File: config.mk
export PLATFORM = sky130hd
export DESIGN_NAME = hbridge_ctrl
export DESIGN_NICKNAME = d
export VERILOG_FILES = /design/src/rtl/hb_pkg.sv /design/src/rtl/hb_drive_decode.sv /design/src/rtl/hb_enable_track.sv /design/src/rtl/hb_fault_latch.sv /design/src/rtl/hbridge_ctrl.sv
export SDC_FILE = /design/constraint.sdc
export NUM_CORES = 1
export LEC_CHECK = 0
export ABC_AREA = 1
export BUFFER_PORTS_ARGS = -buffer_cell sky130_fd_sc_hd__clkbuf_2
export CORE_MARGIN = 5
export CORE_UTILIZATION = 40
export CTS_BUF_LIST = sky130_fd_sc_hd__clkbuf_8 sky130_fd_sc_hd__clkbuf_16
export CTS_CLUSTER_SIZE = 30
export DETAILED_ROUTE_END_ITERATION = 6
export PLACE_DENSITY = 0.77
export SLEW_MARGIN = 20
export SYNTH_ARGS = -nofsm -noshare
export SYNTH_HDL_FRONTEND = slang
export SYNTH_SLANG_ARGS = --single-unit
File: constraint.sdc
create_clock -name clk -period 2.23 [get_ports clk]
set_input_delay 0.446 -clock clk [delete_from_list [all_inputs] [get_ports clk]]
set_output_delay 0.446 -clock clk [all_outputs]
set_load 0.01 [all_outputs]
File: src/rtl/hb_pkg.sv
package hb_pkg;
  localparam int STAT_W  = 16;
  localparam int NSIDE   = 2;
  localparam int B_UV    = 2;
  localparam int B_OV    = 3;
  localparam int B_TSD   = 6;
  localparam int B_ACT   = 7;
  localparam int B_OC0   = 8;
  localparam int N_OC    = 4;
  localparam int B_NUL0  = 12;
  localparam int B_NUL1  = 13;

  // bits that hold their value after the raw flag drops
  function automatic logic [STAT_W-1:0] latch_mask_f();
    logic [STAT_W-1:0] m;
    m = '1;
    m[B_UV]   = 1'b0;
    m[B_ACT]  = 1'b0;
    m[B_NUL0] = 1'b0;
    m[B_NUL1] = 1'b0;
    return m;
  endfunction

  // faults that block the bridge and may survive a read
  function automatic logic [STAT_W-1:0] severe_mask_f();
    logic [STAT_W-1:0] m;
    m = '0;
    m[B_OV]  = 1'b1;
    m[B_TSD] = 1'b1;
    for (int i = 0; i < N_OC; i++) m[B_OC0+i] = 1'b1;
    return m;
  endfunction

  localparam logic [STAT_W-1:0] LATCH_MASK  = latch_mask_f();
  localparam logic [STAT_W-1:0] SEVERE_MASK = severe_mask_f();

  // bits a read is allowed to clear under the given policy
  function automatic logic [STAT_W-1:0] read_clear_f(input logic pol,
                                                     input logic [STAT_W-1:0] keep);
    return pol ? (LATCH_MASK & ~keep) : LATCH_MASK;
  endfunction
endpackage

File: src/rtl/hb_drive_decode.sv
module hb_drive_decode
  import hb_pkg::*;
(
  input  logic             drive,
  input  logic             dir,
  input  logic             pwm,
  output logic [NSIDE-1:0] hs,
  output logic [NSIDE-1:0] ls
);
  // side 0 sources current when dir=1, side 1 when dir=0
  for (genvar k = 0; k < NSIDE; k++) begin : g_side
    localparam logic SRC_DIR = (k == 0);
    always_comb begin
      hs[k] = drive & pwm & (dir == SRC_DIR);
      ls[k] = drive & (~pwm | (dir != SRC_DIR));
    end
  end
endmodule

File: src/rtl/hb_enable_track.sv
module hb_enable_track (
  input  logic clk,
  input  logic rst_n,
  input  logic en,
  input  logic dis,
  input  logic uv_raw,
  output logic active_now,
  output logic act_q,
  output logic uv_q,
  output logic en_rise
);
  assign active_now = en & ~dis;
  assign en_rise    = active_now & ~act_q;

  always_ff @(posedge clk or negedge rst_n) begin
    if (!rst_n) begin
      act_q <= 1'b1;
      uv_q  <= 1'b0;
    end else begin
      act_q <= active_now;
      uv_q  <= uv_raw;
    end
  end
endmodule

File: src/rtl/hb_fault_latch.sv
module hb_fault_latch
  import hb_pkg::*;
#(
  parameter logic [STAT_W-1:0] KEEP_MASK = SEVERE_MASK
) (
  input  logic              clk,
  input  logic              rst_n,
  input  logic [STAT_W-1:0] raw,
  input  logic              rd,
  input  logic              pol,
  input  logic              en_rise,
  output logic [STAT_W-1:0] lat_q
);
  logic [STAT_W-1:0] clr_vec;
  logic [STAT_W-1:0] lat_d;

  always_comb begin
    clr_vec = '0;
    if (rd)      clr_vec = clr_vec | read_clear_f(pol, KEEP_MASK);
    if (en_rise) clr_vec = clr_vec | LATCH_MASK;
    // a cleared bit skips this cycle's capture and sets again next clock
    lat_d = ~clr_vec & (lat_q | (raw & LATCH_MASK));
  end

  always_ff @(posedge clk or negedge rst_n) begin
    if (!rst_n) lat_q <= '0;
    else        lat_q <= lat_d;
  end
endmodule

File: src/rtl/hbridge_ctrl.sv
module hbridge_ctrl
  import hb_pkg::*;
#(
  parameter logic [STAT_W-1:0] KEEP_MASK = SEVERE_MASK,
  parameter logic [STAT_W-1:0] HALT_MASK = SEVERE_MASK
) (
  input  logic              clk,
  input  logic              rst_n,
  input  logic              dir_i,
  input  logic              pwm_i,
  input  logic              en_i,
  input  logic              dis_i,
  input  logic [STAT_W-1:0] flt_i,
  input  logic              rd_i,
  input  logic              pol_i,
  output logic [NSIDE-1:0]  hs_o,
  output logic [NSIDE-1:0]  ls_o,
  output logic [STAT_W-1:0] status_o
);
  logic              active_now;
  logic              act_q;
  logic              uv_q;
  logic              en_rise;
  logic [STAT_W-1:0] lat_q;
  logic              halt;
  logic              drive;

  hb_enable_track u_track (
    .clk        (clk),
    .rst_n      (rst_n),
    .en         (en_i),
    .dis        (dis_i),
    .uv_raw     (flt_i[B_UV]),
    .active_now (active_now),
    .act_q      (act_q),
    .uv_q       (uv_q),
    .en_rise    (en_rise)
  );

  hb_fault_latch #(.KEEP_MASK(KEEP_MASK)) u_latch (
    .clk     (clk),
    .rst_n   (rst_n),
    .raw     (flt_i),
    .rd      (rd_i),
    .pol     (pol_i),
    .en_rise (en_rise),
    .lat_q   (lat_q)
  );

  assign halt  = uv_q | (|(lat_q & HALT_MASK));
  assign drive = active_now & ~halt;

  hb_drive_decode u_dec (
    .drive (drive),
    .dir   (dir_i),
    .pwm   (pwm_i),
    .hs    (hs_o),
    .ls    (ls_o)
  );

  always_comb begin
    status_o        = lat_q & LATCH_MASK;
    status_o[B_UV]  = uv_q;
    status_o[B_ACT] = act_q;
  end
endmodule

Yosys cells after proc, flatten, opt, wreduce, memory -nomap -nowiden
Cells that the tools add are included.
W data, S select, Z words.
{ "totals": {"register_bits": 18, "input_bits": 24, "output_inout_bits": 20, "wordCells": 26} }
{ "classes": {"muxes": 3, "bitwise": 19, "n_reduce_logical": 1} }
{ "ops": {"columns": ["cell", "n"], "rows": [
  ["$mux W16", 2],
  ["$and A16 B16 Y16", 1],
  ["$not A16 Y16", 1],
  ["$or A16 B16 Y16", 1],
  ["$mux W12", 1],
  ["$and A1 B1 Y1", 8],
  ["$reduce_or A6 Y1", 1],
  ["$not A1 Y1", 5],
  ["$or A1 B1 Y1", 3]
]} }

Logic depth before layout (Yosys ltp)
Gate-level depths: netlist of the first run.
{ "logic_depth": {"ltp_word": 6, "ltp_mapped": 5, "depth_no_buf": 5} }

By module
Synthesis of the first run repeated with hierarchy kept, for this count alone.
{ "unflattened": {"cells_unflattened": 73, "area_unflattened_um2": 640.6} }
{ "by_module_without_submodules": {"columns": ["module", "instances", "cells_per_inst", "area_per_inst_um2", "seq_area_each_um2"], "rows": [
  ["hb_fault_latch", 1, 47, 476.7, 300.3],
  ["hb_enable_track", 1, 6, 71.3, 51.3],
  ["hbridge_ctrl", 1, 13, 63.8, 0.0],
  ["hb_drive_decode", 1, 7, 28.8, 0.0]
]} }

Worst setup path before layout of the first run
OpenSTA, ideal clock, no wires.
{ "synth_path": {"path_kind": "input to output", "from": "in en_i", "to": "out hs_o[0]", "arrival_ns": 0.939, "required_time_ns": 1.784, "path_slack_ns": 0.845, "stages": 4, "n_path_buf": 0, "cell_sequence": "inv_1 nor2_4 nand3_2 nor3_1"} }
{ "synth_between": {"elab_chain_cells": 4} }
{ "synth_rtl": {"columns": ["item", "line", "rtl"], "rows": [
  ["start: declaration", "hbridge_ctrl.sv:11", "input logic en_i,"],
  ["$and A1 B1 Y1", "hb_enable_track.sv:12", "assign active_now = en & ~dis;"],
  ["via active_now", "hbridge_ctrl.sv:20", "logic active_now;"],
  ["$and A1 B1 Y1", "hbridge_ctrl.sv:51", "assign drive = active_now & ~halt;"],
  ["$and A1 B1 Y1 (2 in series)", "hb_drive_decode.sv:14", "hs[k] = drive & pwm & (dir == SRC_DIR);"],
  ["end: declaration", "hbridge_ctrl.sv:16", "output logic [NSIDE-1:0] hs_o,"]
]} }
The timed path passes the listed nets, and every way through them passes these cells.

Final worst setup path of the first run
{ "layout_path": {"from": "reg u_latch.lat_q[11]", "to": "out hs_o[0]"} }
{ "layout_between": {"elab_chain_cells": 6} }
{ "layout_rtl": {"columns": ["item", "line", "rtl"], "rows": [
  ["start: declaration", "hb_fault_latch.sv:12", "output logic [STAT_W-1:0] lat_q"],
  ["start signal: assignment", "hb_fault_latch.sv:27", "else lat_q <= lat_d;"],
  ["$reduce_or A6 Y1", "hbridge_ctrl.sv:50", "assign halt = uv_q | (|(lat_q & HALT_MASK));"],
  ["$or A1 B1 Y1", "hbridge_ctrl.sv:50", null],
  ["$not A1 Y1", "hbridge_ctrl.sv:51", null],
  ["$and A1 B1 Y1", "hbridge_ctrl.sv:51", null],
  ["$and A1 B1 Y1 (2 in series)", "hb_drive_decode.sv:14", null]
]} }
No other way between the ends.

==> results of run 1 <==
final cells by class:
class	count	area share
multi-input cells	41	0.219
well taps	15	0.0228
flip-flops and latches	14	0.428
clock buffers	4	0.0670
inverters	7	0.0320
repair buffers	38	0.231
cell families after synthesis:
family,count (synthesis)
buffers and inverters,11
flip-flops,14
other,1
AO/OA/AOI/OAI,1
AND/OR/NAND/NOR,38
cell usage in the layout (no fill, tap or decap):
master and count:
clkbuf_2 38, clkbuf_8 4, conb_1 2, dfrtp_1 13, dfstp_2 1, inv_1 7
nand2_1 3, nand2_2 1, nand3_2 1, nor2_1 28, nor2_4 1, nor3_1 4
o21ai_2 1
critical path: cells and delay by family, from the launching register on:
family | cells | cell delay, ns
buf+inv | 1 | 0.16
flops | 1 | 0.39
simple gates | 3 | 0.42
state kept, by name, indices dropped and copies added (netlist names):
| name | count |
|---|---|
| u_track.act_q | 1 |
| u_track.uv_q | 1 |
| u_latch.lat_q | 12 |
per-layer routing:
| layer | routed length [um] | vias to the layer above | global-route usage |
|---|---|---|---|
| met5 | 0 | - | 0 |
| met4 | 0 | 0 | 0.0645 |
| met3 | 170 | 0 | 0.0258 |
| met2 | 641 | 29 | 0.224 |
| met1 | 490 | 234 | 0.125 |
| li1 | - | 266 | - |
where the power goes:
part	internal [mW]	switching (mW)
sequential	0.276	0.0141
clock	0.156	0.0860
combinational	0.0395	0.0523
total	0.472	0.152
worst paths after layout:
| path | startpoint | endpoint | slack (ns) | depth (start not counted) |
|---|---|---|---|---|
| worst max-delay path | u_latch.lat_q[11] | hs_o[0] | 0.57 | 4 |
| worst min-delay path | rst_n | u_latch.lat_q[8] | 0.1 | 1 |
| worst max register to register | u_track.act_q | u_latch.lat_q[9] | 1.28 | 4 |
| worst min register to register | u_latch.lat_q[15] | u_latch.lat_q[15] | 0.51 | 2 |
| max in group asynchronous | rst_n | u_track.act_q | 1.84 | 1 |
| min in group clk | flt_i[2] | u_track.uv_q | 0.31 | 1 |
per-stage QoR:
step / instances / hold slack, ns / instance area [um2] / setup WS, ns / power [mW]
2_1_floorplan: 66 / 0.150 / 588 / 0.845 / 0.341
3_3_place_gp: 115 / 0.363 / 767 / 0.715 / 0.385
3_5_place_dp: 115 / 0.368 / 767 / 0.672 / 0.390
4_1_cts: 119 / 0.106 / 822 / 0.550 / 0.637
5_1_grt: 119 / 0.122 / 822 / 0.436 / 0.663
6_report: 119 / 0.0961 / 822 / 0.570 / 0.624
==> impl_summary.txt, run 1 <==
----------------------------------------------------
[Synthesis]
  Adder-cell area share of the yosys netlist ... 0
  Largest cells by area after synthesis ... dfrtp_1 56%, nor2_1 18%, buf_4 5.1%
  Cell type with the largest total area after synthesis ... dfrtp_1
  Share of synthesized registers carrying an async set or reset ... 1.00
  Fraction of synthesized area in multiplexers ... 0
  Count of synthesis-stage warnings from yosys ... 0
  Simple logic cell fraction of the synthesized area ... 0.281
  Average size of a mapped cell ... 8.99 um2
  Post-synth EDFFs ... 0
  Post-synthesis register bit count ... 14
  Cell Area, Synth ... 584 um2
  Synth Flop Type ... dfrtp_1
  Parity-gate share of the synthesized area counting xor and xnor cells ... 0
  Proportion of netlist area held by the largest area contributor ... 0.557
  Share of the synthesized area in compound gates (AO/OA/AOI/OAI) ... 0.0150
  Number of standard cells after synthesis ... 65
  Dominant combinational cell family by area after synthesis ... simple AND/OR/NAND/NOR gates
  Count leader, synth ... nor2_1
  Share of synthesized area occupied by flip-flops and latches ... 0.602
  Most instantiated cells after synthesis ... 28 x nor2_1, 13 x dfrtp_1, 7 x inv_1, 4 x buf_4, 4 x nor3_1
  Number of distinct library cells after synthesis ... 12

[Timing]
  Final worst path period share ... 0.745
  Number of failing hold endpoints at the final stage ... 0
  Number of setup violations in the final report ... 0
  Min cycle time layout ... 1.66 ns
  Unrepaired setup endpoints after global routing ... no
  Worst clock skew ... 0.000319 ns
  Count of pins over their slew limit ... 0
  Total negative setup slack ... 0 ns
  Maximum frequency from static timing analysis ... 602 MHz

[Finish]
  Area occupied by multi-input gates ... 180 um2
  Number of fillers in the final layout ... 133
  Storage cell area ... 352 um2
  Post-synthesis to final-layout area growth ... 40.7%
  # nets final ... 129
  Share of post-route cells with drive strength above 1 ... 0.452
  Number of diodes added for antenna fixing ... 0
  Utilization of the core after routing ... 0.616

[Clock tree]
  Clock Tree Buf Depth ... 2
  CTS hold repair buffers ... 0
  Cell at the root of the clock tree ... clkbuf_8
  Sink Count ... 14
  Post-CTS Setup Repair Bufs ... 0
  Inserted Clock Buffers ... 3
  H-Tree Depth ... 1
  CTS clock-pin slew for the worst setup and hold paths ... 0.06 ns
  Clock latency on the worst-skew pair ... 0.24 ns
  Cts repair resizes ... 0
  Clock tree from TritonCTS ... done

[Floorplanning]
  Core footprint ... 1330 um2
  Initial cell density of the core ... 0.438
  Width of the die ... 48.2 um
  Count of boundary I/O pins ... 44
  Rows ... 13
  Die Y ... 48.2 um
  Die area ... 2330 um2

[Worst setup path]
  Worst endpoint required time ... 1.78 ns
  Endpoint kind of the worst setup timing path ... primary output
  Arrival time of data at the critical path endpoint ... 1.21 ns
  Crit-path max FO ... 4
  Critical path cell sequence ... nor2_1, nand2_1, nor3_1, clkbuf_2
  Delay of the slowest cell on the worst path ... 0.39 ns
  Critical-path cell with the highest stage delay ... dfrtp_1
  Startpoint class of the critical path ... flop
  Worst Path Class, Setup ... flop to primary output

[Run status]
  Outcome ... finished, final reports clean

[Detailed routing]
  DRC Markers ... 0
  First drt pass iteration count ... 2
  Number of nets with antenna violations after detailed routing ... 0
  First DRT Iteration DRCs ... 5
  Routed WL ... 1300 um
  Post-detailed-route via-to-cell ratio ... 4.45
  Detailed-route wire length per cell ... 10.9 um
  Count of vias placed by the detailed router ... 529

[Global routing]
  Global-route usage over all layers ... 0.121
  Number of antenna violations at the first check in global routing ... 0
  Maximum number of pins on one net before global-route repair ... 15
  Global-route wire length before repair ... 1900 um
  Via count of the first global-routing pass ... 488
  Grt total ovfl ... 0

[Placement]
  Total half-perimeter wirelength after legalization and detailed placement ... 1100 um
  Port Buf Inserts ... 38
  Final weighted congestion in routability-driven placement ... 0.667

[Run]
  Max-cap violations ... 0

[Power]
  Cell area power density ... 759 nW/um2
  Worst-case vdd ir drop ... 0.000430 V
  Leakage power total ... 0.475 nW

[Worst hold path]
  Worst Hold Class ... input pin to asynchronous set/reset pin

----------------------------------------------------
No activity file was read; power rests on OpenSTA's default activity.
==> run 2, diff against run 1 <==
- ABC_AREA: 1 -> 0
- CORE_UTILIZATION: 40 -> 33
- PLACE_DENSITY: 0.77 -> 0.68
- clock period: 2.23 -> 1.37 ns (I/O delays scaled with it)
==> run 2 against run 1 <==
The run now ends with setup timing left. Sequential cell count unchanged. Hold slack improved by 0.039 ns. Synthesized cell count decreased by 31%. Register-to-register slack got worse by 1.1 ns. Sequential share of layout area decreased by 4.6 points. Clock skew increased by 0.0031 ns. Largest cell class unchanged. Highest routed layer is now met4.
==> impl_summary.txt, run 2 <==
----------------------------------------------------
[Power]
  Worst-case vdd ir drop ... 0.000628 V
  Cell area power density ... 1080 nW/um2
  Power consumption ... 1.00 mW
  Leakage power total ... 0.490 nW

[Run status]
  Outcome ... finished with violations
  Violated checks ... setup timing

[Global routing]
  Global-route usage over all layers ... 0.120
  Maximum number of pins on one net before global-route repair ... 15
  Grt total ovfl ... 0
  Global-route wire length before repair ... 2330 um
  Via count of the first global-routing pass ... 517
  Number of antenna violations at the first check in global routing ... 0

[Finish]
  Post-synthesis to final-layout area growth ... 63.1%
  Utilization of the core after routing ... 0.552
  Register containing the most flip-flops in the final layout ... u_latch.lat_q
  Area occupied by multi-input gates ... 233 um2
  Final instance count without filler cells ... 111
  Storage cell area ... 352 um2
  Largest register FFs ... 12
  Number of fillers in the final layout ... 156
  Share of post-route cells with drive strength above 1 ... 0.628
  Highest-count cells in the layout ignoring fill and taps ... 34 x clkbuf_2, 13 x dfrtp_1, 12 x o21a_1
  Number of diodes added for antenna fixing ... 0
  # nets final ... 119
  Largest regs ... u_latch.lat_q: 12 flops, u_track.act_q: 1 flops, u_track.uv_q: 1 flops
  Most common cell after layout, fill and taps aside ... clkbuf_2

[Synthesis]
  Count of synthesis-stage warnings from yosys ... 0
  Share of synthesized registers carrying an async set or reset ... 1.00
  Number of distinct library cells after synthesis ... 16
  Average size of a mapped cell ... 12.6 um2
  Count leader, synth ... dfrtp_1
  Most instantiated cells after synthesis ... 13 x dfrtp_1, 12 x o21a_1, 4 x buf_4
  Post-synthesis register bit count ... 14
  Number of standard cells after synthesis ... 45
  Post-synth EDFFs ... 0
  Largest cells by area after synthesis ... dfrtp_1 58%, o21a_1 16%, buf_4 5.3%
  Share of synthesized area occupied by flip-flops and latches ... 0.622
  Synth Flop Type ... dfrtp_1
  Cell Area, Synth ... 566 um2
  Proportion of netlist area held by the largest area contributor ... 0.575
  Cell type with the largest total area after synthesis ... dfrtp_1

[Placement]
  Port Buf Inserts ... 38
  Final weighted congestion in routability-driven placement ... 0.627
  Placed Instances ... 104
  Total half-perimeter wirelength after legalization and detailed placement ... 1120 um

[Timing]
  Worst clock skew ... 0.00345 ns
  Number of setup violations in the final report ... 4
  Worst-case setup margin in the final layout ... -0.376 ns
  Total negative setup slack ... -1.37 ns
  Final worst path period share ... 1.27
  Count of pins over their slew limit ... 0
  Worst hold slack after final layout ... 0.135 ns
  Number of failing hold endpoints at the final stage ... 0
  Maximum frequency from static timing analysis ... 573 MHz
  Unrepaired setup endpoints after global routing ... yes
  Min cycle time layout ... 1.75 ns

[Detailed routing]
  Number of nets with antenna violations after detailed routing ... 0
  Count of vias placed by the detailed router ... 508
  First drt pass iteration count ... 1
  Routed WL ... 1350 um
  Post-detailed-route via-to-cell ratio ... 4.58
  Detailed-route wire length per cell ... 12.2 um
  DRC Markers ... 0
  First DRT Iteration DRCs ... 0

[Worst setup path]
  Arrival time of data at the critical path endpoint ... 1.47 ns
  FF-to-FF setup slack ... 0.22 ns
  Endpoint kind of the worst setup timing path ... primary output
  Worst Path Class, Setup ... flop to primary output
  Worst reg2reg path startpoint ... u_track.act_q
  Cells on worst reg2reg path ... 3
  Worst endpoint required time ... 1.10 ns
  Capture instance of the worst register-to-register path ... u_latch.lat_q[0]
  Crit-path max FO ... 4
  Startpoint class of the critical path ... flop

[Clock tree]
  H-Tree Depth ... 1
  Clock Tree Buf Depth ... 2
  CTS clock-pin slew for the worst setup and hold paths ... 0.06 ns
  Sink Count ... 14
  Clock tree from TritonCTS ... done
  Inserted Clock Buffers ... 3
  Cell at the root of the clock tree ... clkbuf_8
  Clock latency on the worst-skew pair ... 0.24 ns

[Worst hold path]
  Destination of the worst hold path ... u_track.uv_q
  Worst Hold Class ... input pin to flop
  Worst Min Path Start ... flt_i[2]
  Number of stages on the worst hold path ... 1

[Floorplanning]
  Initial cell density of the core ... 0.339
  Width of the die ... 51.4 um
  Die Y ... 51.4 um
  Rows ... 15
  Core footprint ... 1670 um2
  Die area ... 2640 um2
  Count of boundary I/O pins ... 44

[Run]
  Max-cap violations ... 0

----------------------------------------------------
==> run 2: cell types whose count changed in the layout (fill, tap and decap cells not counted), sizes merged, moves of 2 or more <==
cell,previous run,this run
inv,7,2
nor4b,0,2
clkbuf,42,37
nor4,0,3
nor2,29,1
nand2,4,2
buf,0,13
nor3,4,0
o21a,0,12
==> run 2: how the worst max path moves through the flow <==
stage,start,to
floorplan,u_latch.lat_q[11],ls_o[0]
global placement,u_track.uv_q,ls_o[0]
detailed placement,u_track.uv_q,ls_o[0]
CTS,u_latch.lat_q[9],ls_o[0]
global route,u_track.uv_q,ls_o[0]
finish,u_track.uv_q,ls_o[1]
==> run 2: worst max-delay path: stages (launching register included) <==
cell,delay [ns]
dfrtp_1,0.38
nor4_2,0.31
nand2_2,0.17
nor4b_4,0.21
buf_2,0.16
==> run 2: stage by stage <==
| step | area (um2) | setup slack [ns] |
|---|---|---|
| after floorplan | 606 | -0.0891 |
| after global placement | 840 | -0.176 |
| after detailed placement | 840 | -0.179 |
| after CTS | 895 | -0.421 |
| after global routing | 922 | -0.472 |
| final | 922 | -0.376 |
==> run 2: area by class of cell <==
class,count,share of cell area
multi-input combinational,27,0.252
inverter,1,0.00407
timing repair buffer,48,0.290
clock inverter,1,0.00407
sequential,14,0.381
tap,17,0.0231
clock buffer,3,0.0448
==> run 2: what timing repair did <==
| action | in CTS | in global routing |
|---|---|---|
| gates resized for setup | 0 | 6 |
| hold buffers | 1 | 0 |
| pin swaps | 6 | 2 |
| hold endpoints to repair | 13 | 0 |
| setup buffers | 0 | 2 |
| setup endpoints to repair | 4 | 10 |
==> run 2: power by group <==
group          internal [mW]  total, mW  leakage (nW)  switching [mW]
clock                  0.198      0.330        0.0269           0.132
combinational          0.104      0.194         0.292          0.0901
sequential             0.450      0.476         0.171          0.0265
total                  0.751       1.00         0.490           0.249
==> run 2: cells by family after synthesis <==
logic type,Yosys count,synth area share
DFF,14,0.622
AOI/OAI and AO/OA,13,0.168
and+or+nand+nor,12,0.144
buffers and inverters,5,0.0597
other,1,0.00663
==> run 2: metal layers <==
metal / global-route usage / share of wire
met1: 0.149 / 0.40
met4: 0.0786 / 0.018
met2: 0.172 / 0.44
met5: 0 / 0
met3: 0.0466 / 0.14
==> run 3, diff against run 2 <==
- SETUP_SLACK_MARGIN: default -> 0.2
==> run 3 against run 2 <==
The flow still finishes with violations (setup timing). Non-clock buffer count unchanged. Via count rose by 3.5%. Critical path depth unchanged. Sequential cell count unchanged. Fmax is 2.7% lower. Clock skew fell by 0.0029 ns. Routed wire length up 7.5%. Setup slack worse by 0.048 ns.
==> impl_summary.txt, run 3 (synthesized netlist as in run 2, its figures left out) <==
----------------------------------------------------
[Timing]
  Count of pins over their slew limit ... 0
  Final worst path period share ... 1.31
  Worst clock skew ... 0.000557 ns
  Worst-case setup margin in the final layout ... -0.424 ns
  Worst hold slack after final layout ... 0.139 ns
  Number of failing hold endpoints at the final stage ... 0
  Maximum frequency from static timing analysis ... 557 MHz
  Number of setup violations in the final report ... 4
  Min cycle time layout ... 1.79 ns
  Unrepaired setup endpoints after global routing ... yes
  Total negative setup slack ... -1.58 ns

[Worst setup path]
  Critical-path cell with the highest stage delay ... dfrtp_1
  Endpoint kind of the worst setup timing path ... primary output
  Worst endpoint required time ... 1.10 ns
  Crit-path max FO ... 4
  Worst Path Class, Setup ... flop to primary output
  Arrival time of data at the critical path endpoint ... 1.52 ns
  FF-to-FF setup slack ... 0.27 ns
  Critical path cell sequence ... nor4_2, nand2_2, nor4b_4, buf_2
  Startpoint class of the critical path ... flop
  Delay of the slowest cell on the worst path ... 0.39 ns

[Clock tree]
  Clock latency on the worst-skew pair ... 0.24 ns
  CTS clock-pin slew for the worst setup and hold paths ... 0.06 ns
  Clock Tree Buf Depth ... 2
  H-Tree Depth ... 1
  Cell at the root of the clock tree ... clkbuf_8
  Inserted Clock Buffers ... 3
  Sink Count ... 14
  Clock tree from TritonCTS ... done

[Worst hold path]
  Worst Hold Class ... input pin to flop

[Finish]
  # nets final ... 119
  Post-synthesis to final-layout area growth ... 79.2%
  Largest register FFs ... 12
  Number of diodes added for antenna fixing ... 0
  Most common cell after layout, fill and taps aside ... clkbuf_2
  Utilization of the core after routing ... 0.607
  Largest regs ... u_latch.lat_q: 12 flops, u_track.act_q: 1 flops, u_track.uv_q: 1 flops
  Highest-count cells in the layout ignoring fill and taps ... 28 x clkbuf_2, 12 x o21a_1, 12 x dfrtp_1
  Final instance count without filler cells ... 111
  Register containing the most flip-flops in the final layout ... u_latch.lat_q
  Final design instance area without fill ... 1010 um2
  Share of post-route cells with drive strength above 1 ... 0.670

[Floorplanning]
  Die area ... 2640 um2
  Width of the die ... 51.4 um
  Initial cell density of the core ... 0.339
  Core footprint ... 1670 um2
  Count of boundary I/O pins ... 44
  Rows ... 15
  Die Y ... 51.4 um

[Power]
  Leakage power total ... 0.517 nW
  Cell area power density ... 1100 nW/um2
  Power consumption ... 1.11 mW
  Worst-case vdd ir drop ... 0.000805 V

[Detailed routing]
  DRC Markers ... 0
  Number of nets with antenna violations after detailed routing ... 0
  First DRT Iteration DRCs ... 0
  Post-detailed-route via-to-cell ratio ... 4.74
  First drt pass iteration count ... 1
  Detailed-route wire length per cell ... 13.1 um
  Routed WL ... 1450 um
  Count of vias placed by the detailed router ... 526

[Global routing]
  Met2 usage ... 0.197
  Grt met1 use ... 0.148
  Global-route usage over all layers ... 0.123
  Global-route wire length before repair ... 2380 um
  Number of antenna violations at the first check in global routing ... 0
  Maximum number of pins on one net before global-route repair ... 15
  Grt total ovfl ... 0
  Via count of the first global-routing pass ... 548
  Met3 usage in global routing ... 0.0408
  Most crowded layer after global routing ... met2

[Run]
  Max-cap violations ... 0

[Placement]
  Total half-perimeter wirelength after legalization and detailed placement ... 1140 um
  Cell area after placement ... 861 um2
  Placed Instances ... 103
  Port Buf Inserts ... 38
  Final weighted congestion in routability-driven placement ... 0.668
  Worst setup slack before clock tree synthesis ... -0.171 ns

[Run status]
  Violated checks ... setup timing
  Outcome ... finished with violations

----------------------------------------------------
[run 3: worst paths after layout]
kind	start	to	cells after the start
worst min-delay path	flt_i[2]	u_track.uv_q	1
min in group asynchronous	rst_n	u_latch.lat_q[1]	2
worst max register to register	u_track.act_q	u_latch.lat_q[3]	3
worst max-delay path	u_track.uv_q	ls_o[1]	4
max in group asynchronous	rst_n	u_track.act_q	2
worst min register to register	u_latch.lat_q[1]	u_latch.lat_q[1]	1
[run 3: layer usage]
| layer | vias up | part of all wire |
|---|---|---|
| li1 | 249 | - |
| met1 | 247 | 0.40 |
| met2 | 30 | 0.48 |
| met3 | 0 | 0.11 |
| met4 | 0 | 0 |
| met5 | - | 0 |
[run 3: worst max-delay path, delay by kind of cell (launching register included)]
family                 cells  cell delay, ns
AND/OR/NAND/NOR            3            0.72
buffers and inverters      1            0.17
flip-flops                 1            0.39
[run 3: final cells by class]
class,instances,area (um2)
tap,17,21.3
clock buffer,4,55.1
timing repair buffer,48,320
fill,148,657
inverter,1,3.75
multi-input combinational,27,260
sequential,14,353
[run 3: what timing repair did]
item / 4_1_cts / 5_1_grt
pin swaps: 4 / 3
hold buffers: 1 / 0
setup buffers: 0 / 3
setup endpoints to repair: 19 / 10
resized for setup: 4 / 20
hold endpoints to repair: 13 / 0
[run 3: report_power, final]
part	switching [mW]	internal (mW)
registers	0.0325	0.450
logic	0.101	0.135
clock network	0.138	0.254
